--- src/rtl/scrambler_pair.sv ---
module scrambler_pair #(
  parameter int W = 10,
  parameter logic [W-1:0] TX_SEED = '1
) (
  input  logic         clk,
  input  logic         rst_n,
  input  logic [W-1:0] poly,
  input  logic         tx_bypass,
  input  logic         tx_valid,
  input  logic         tx_bit,
  output logic         tx_out_valid,
  output logic         tx_out_bit,
  input  logic         rx_bypass,
  input  logic         rx_valid,
  input  logic         rx_bit,
  output logic         rx_out_valid,
  output logic         rx_out_bit
);

  logic [W-1:0] tx_hist, rx_hist;

  wire tx_fb   = ^(tx_hist & poly);
  wire tx_line = tx_bypass ? tx_bit : (tx_bit ^ tx_fb);
  wire rx_fb   = ^(rx_hist & poly);
  wire rx_data = rx_bypass ? rx_bit : (rx_bit ^ rx_fb);

  always_ff @(posedge clk) begin
    if (!rst_n) begin
      tx_hist      <= TX_SEED;
      tx_out_valid <= 1'b0;
      tx_out_bit   <= 1'b0;
    end else begin
      tx_out_valid <= tx_valid;
      if (tx_valid) begin
        tx_hist    <= {tx_hist[W-2:0], tx_line};
        tx_out_bit <= tx_line;
      end
    end
  end

  always_ff @(posedge clk) begin
    if (!rst_n) begin
      rx_hist      <= '0;
      rx_out_valid <= 1'b0;
      rx_out_bit   <= 1'b0;
    end else begin
      rx_out_valid <= rx_valid;
      if (rx_valid) begin
        rx_hist    <= {rx_hist[W-2:0], rx_bit};
        rx_out_bit <= rx_data;
      end
    end
  end

  a_r1_line_enters_history: assert property (@(posedge clk) disable iff (!rst_n)
    tx_valid |=> tx_hist[0] == tx_out_bit);
  a_r2_received_enters_history: assert property (@(posedge clk) disable iff (!rst_n)
    rx_valid |=> rx_hist[0] == $past(rx_bit));
  a_r3_tx_valid_follows: assert property (@(posedge clk) disable iff (!rst_n)
    tx_valid |=> tx_out_valid);
  a_r3_tx_idle_follows: assert property (@(posedge clk) disable iff (!rst_n)
    !tx_valid |=> !tx_out_valid);
  a_r3_rx_valid_follows: assert property (@(posedge clk) disable iff (!rst_n)
    rx_valid |=> rx_out_valid);
  a_r4_tx_hold: assert property (@(posedge clk) disable iff (!rst_n)
    !tx_valid |=> $stable(tx_out_bit) && $stable(tx_hist));
  a_r4_rx_hold: assert property (@(posedge clk) disable iff (!rst_n)
    !rx_valid |=> $stable(rx_out_bit) && $stable(rx_hist));
  a_r5_tx_bypass: assert property (@(posedge clk) disable iff (!rst_n)
    tx_valid && tx_bypass |=> tx_out_bit == $past(tx_bit));
  a_r6_rx_bypass: assert property (@(posedge clk) disable iff (!rst_n)
    rx_valid && rx_bypass |=> rx_out_bit == $past(rx_bit));
  a_r7_zero_poly: assert property (@(posedge clk) disable iff (!rst_n)
    tx_valid && poly == '0 |=> tx_out_bit == $past(tx_bit));

endmodule

--- config.mk ---
export PLATFORM = sky130hd
export DESIGN_NAME = scrambler_pair
export DESIGN_NICKNAME = d
export VERILOG_FILES = /design/src/rtl/scrambler_pair.sv
export SDC_FILE = /design/constraint.sdc
export NUM_CORES = 1
export LEC_CHECK = 0
export BUFFER_PORTS_ARGS = -buffer_cell sky130_fd_sc_hd__buf_2
export CORE_UTILIZATION = 23
export CTS_CLUSTER_DIAMETER = 30
export DETAILED_ROUTE_END_ITERATION = 16
export GPL_TIMING_DRIVEN = 0
export HOLD_SLACK_MARGIN = 0.12
export PLACE_DENSITY = 0.52
export SLEW_MARGIN = 20
export SYNTH_ARGS = -nofsm -noshare
export SYNTH_HDL_FRONTEND = slang
export SYNTH_SLANG_ARGS = --single-unit
--- constraint.sdc ---
create_clock -name clk -period 1.7 [get_ports clk]
set_input_delay 0.34 -clock clk [delete_from_list [all_inputs] [get_ports clk]]
set_output_delay 0.34 -clock clk [all_outputs]
set_load 0.005 [all_outputs]
==> flow_summary_export.csv <==
group,metric,value,unit
run_status,status,"complete, no violations",
timing,max_freq,601,MHz
routing,dr.pass1.iters,3,
worst_setup_path,cp_common_cell,"xnor2_2",
worst_setup_path,r2r.worst_path.cells,6,
floorplanning,rows,25,
worst_setup_path,crit_chain,"nand2_1 -> xnor2_2 -> xnor3_1 -> xnor2_2 -> and4_1 -> o31ai_2",
yosys,synth_area_leaders,"dfxtp_1 43%, mux2i_1 17%, nand2_1 9.3%",
yosys,synth_fp_nets,135,
clock_network,h-tree-depth,1,
floorplanning,die-width,72.0,um
floorplanning,ios,22,
yosys,synth_seq_area_share,42.7,%
yosys,synth_common_cells,"28 x nand2_1, 24 x dfxtp_1, 19 x mux2i_1",
grt,antenna_found_initial,0,
flow_run,cap_viol_max_count,0,
timing,drv_slew,0,
timing,max-slew-margin-rel,54.2,%
hold_path,holdPathStages,3,
grt,grt_usage,9.04,%
worst_setup_path,r2r_end,"tx_hist[0]",
grt,grt_overflow,0,
power,p_int,0.994,mW
worst_setup_path,regToRegSetupSlack,0.04,ns
routing,wl_per_cell,10.2,um
routing,final_antenna_net_count,0,
placement,dp_hpwl,1610,um
timing,finalCriticalPeriod,1.66,ns
worst_setup_path,cp.arrival,1.81,ns
timing,skew,0.00339,ns
hold_path,hold_path.class,"in -> reg",
worst_setup_path,start_kind,"register",
cells_and_area,instances_no_fill,211,
routing,wirelength,2140,um
yosys,syn_inst,117,
power,power.switching,0.286,mW
worst_setup_path,path_class,"reg -> reg",
clock_network,clk_path_buf_depth,2,
placement,dp.cells,204,
power,power,1.28,mW
yosys,synth.ff_latch_count,24,
floorplanning,start_util,23.8,%
hold_path,hold-path-endpoint,"rx_out_bit",
worst_setup_path,crit-reg2reg-launch,"tx_hist[7]",
clock_network,numCtsBuffers,3,
floorplanning,die_h,72.0,um
worst_setup_path,worstSetupEndpointType,"register",
grt,grt_max_degree,15,
clock_network,clk_pin_slew,0.09,ns
timing,hold_viol,0,
worst_setup_path,cp_top_family,"XOR/XNOR gates",
yosys,synth-edff-count,0,
hold_path,min_from,"rx_bypass",
power,pwr-share-comb,14.8,%
floorplanning,die-area,0.00518,sq mm
yosys,yosysTopAreaCell,"dfxtp_1",
power,seqPwrFrac,45.8,%
placement,port_buffers,20,
worst_setup_path,required,1.85,ns
timing,fin_crit_sh,97.9,%
cells_and_area,utilization,30.8,%
placement,place.gp.congestion,0.709,
power,power_density,880,mW/mm^2
power,ir_drop,0.405,mV
timing,rsz0062_at_grt,"yes",
cells_and_area,syn2layout_area_growth,29.1,%
clock_network,cts_root_buf,"clkbuf_8",
floorplanning,core-area,0.00472,sq mm
clock_network,ctsHoldBuffers,0,
timing,finalSetupViolCount,0,
yosys,ys_async_sr_fraction,0,%
yosys,ys.flop_type,"dfxtp_1",
power,leakagePower,0.642,nW
yosys,synth_cell_types,23,
clock_network,clk_latency,0.27,ns
routing,vias,836,
yosys,syn_area,0.00113,sq mm
timing,whs,0.338,ns
cells_and_area,diodes,0,
grt,grt_pass1_vias,775,
worst_setup_path,crit_slowest_cell,"xnor3_1",
clock_network,cts.sinks,24,
worst_setup_path,crit_buf_inv,0,
grt,grt_pass1_wl,3530,um
routing,drcViolationCount,0,
worst_setup_path,cpPeakStageDelay,0.38,ns
routing,viasPerCell,3.96,
worst_setup_path,crit_path_max_fanout,3,
power,swShare,22.3,%
clock_network,cts_tree,"built",
yosys,yosysWarningCount,0,
yosys,synth.most_common_cell,"nand2_1",
timing,tightest_slew,0.687,ns
cells_and_area,layout.nets,163,
cells_and_area,layout-drive-gt1-share,31.3,%
routing,drt_iter0_drc,14,
power,p_clk_share,39.3,%
yosys,syn_avg_cell_area,9.62,sq um
yosys,synth_top_area_share,42.7,%
-- metrics by stage --
stage | setup WS (ns) | TNS [ns] | cell area, sq um
final | 0.0363 | 0 | 1450
after global routing | -0.0453 | -0.0453 | 1450
after CTS | 0.00223 | 0 | 1380
after detailed placement | -0.104 | -0.276 | 1310
after global placement | -0.116 | -0.301 | 1310
after floorplan | 0.123 | 0 | 1130
-- cells by family after synthesis --
| group | after synthesis | share of synthesized area [%] |
|---|---|---|
| simple gates | 46 | 19.2 |
| compound gates | 6 | 3.00 |
| xor+xnor | 16 | 15.6 |
| buf+inv | 6 | 2.67 |
| mux | 19 | 16.9 |
| flops | 24 | 42.7 |
-- sequential cells by signal, summed over array words and instances, names as in the netlist --
signal,cells
rx_out_bit,1
tx_hist,10
tx_out_bit,1
rx_hist,10
rx_out_valid,1
tx_out_valid,1
-- power by group through the flow --
stage / clock [mW] / sequential (mW) / combinational [mW]
after CTS: 0.519 / 0.587 / 0.168
after global routing: 0.538 / 0.589 / 0.206
after detailed placement: 0 / 0.600 / 0.168
after floorplan: 0 / 0.599 / 0.115
after global placement: 0 / 0.600 / 0.169
final: 0.503 / 0.586 / 0.190
-- layer usage --
| metal | track usage [%] | share of wire, % | up-vias |
|---|---|---|---|
| li1 | - | - | 436 |
| met1 | 12.0 | 50 | 377 |
| met2 | 13.2 | 44 | 21 |
| met3 | 3.61 | 5.2 | 2 |
| met4 | 3.27 | 0.98 | 0 |
| met5 | 0 | 0 | - |
-- worst max-delay path by stage --
stage	from	to	cells after the start
detailed placement	poly[8]	tx_hist[0]	7
global placement	poly[8]	tx_hist[0]	7
global route	tx_hist[7]	tx_hist[0]	6
CTS	rx_hist[5]	rx_out_bit	6
floorplan	poly[7]	rx_out_bit	6
finish	tx_hist[7]	tx_hist[0]	6
-- cells in the final DEF (no fill, tap or decap), drive strengths merged, types with 3 or more instances in the layout --
cell,Yosys,layout
dfxtp,24,24
mux2i,19,19
o21ai,3,3
nor2b,10,10
xor2,3,3
xnor2,11,11
buf,3,26
clkbuf,2,5
nand2,29,29
-- area by class of cell --
| class | count | area [sq um] |
|---|---|---|
| clock inverters | 1 | 30.0 |
| inverters | 1 | 3.75 |
| plain buffers | 5 | 26.3 |
| multi-input cells | 87 | 658 |
| flip-flops and latches | 24 | 488 |
| fillers | 503 | 3270 |
| clock buffers | 3 | 41.3 |
| well taps | 67 | 83.8 |
| repair buffers | 23 | 123 |
-- tightest hold or removal path, cell delays in order --
cell	delay, ns
buf_2	0.08
or3_1	0.09
a31oi_1	0.06
-- repair_timing --
item | in CTS | in global routing
endpoints found under the setup margin | 1 | 3
pin swaps | 1 | 9
hold endpoints to repair | 0 | 0
gates resized for setup | 0 | 14
setup buffers | 0 | 3
No activity file was read; power rests on OpenSTA's default activity.
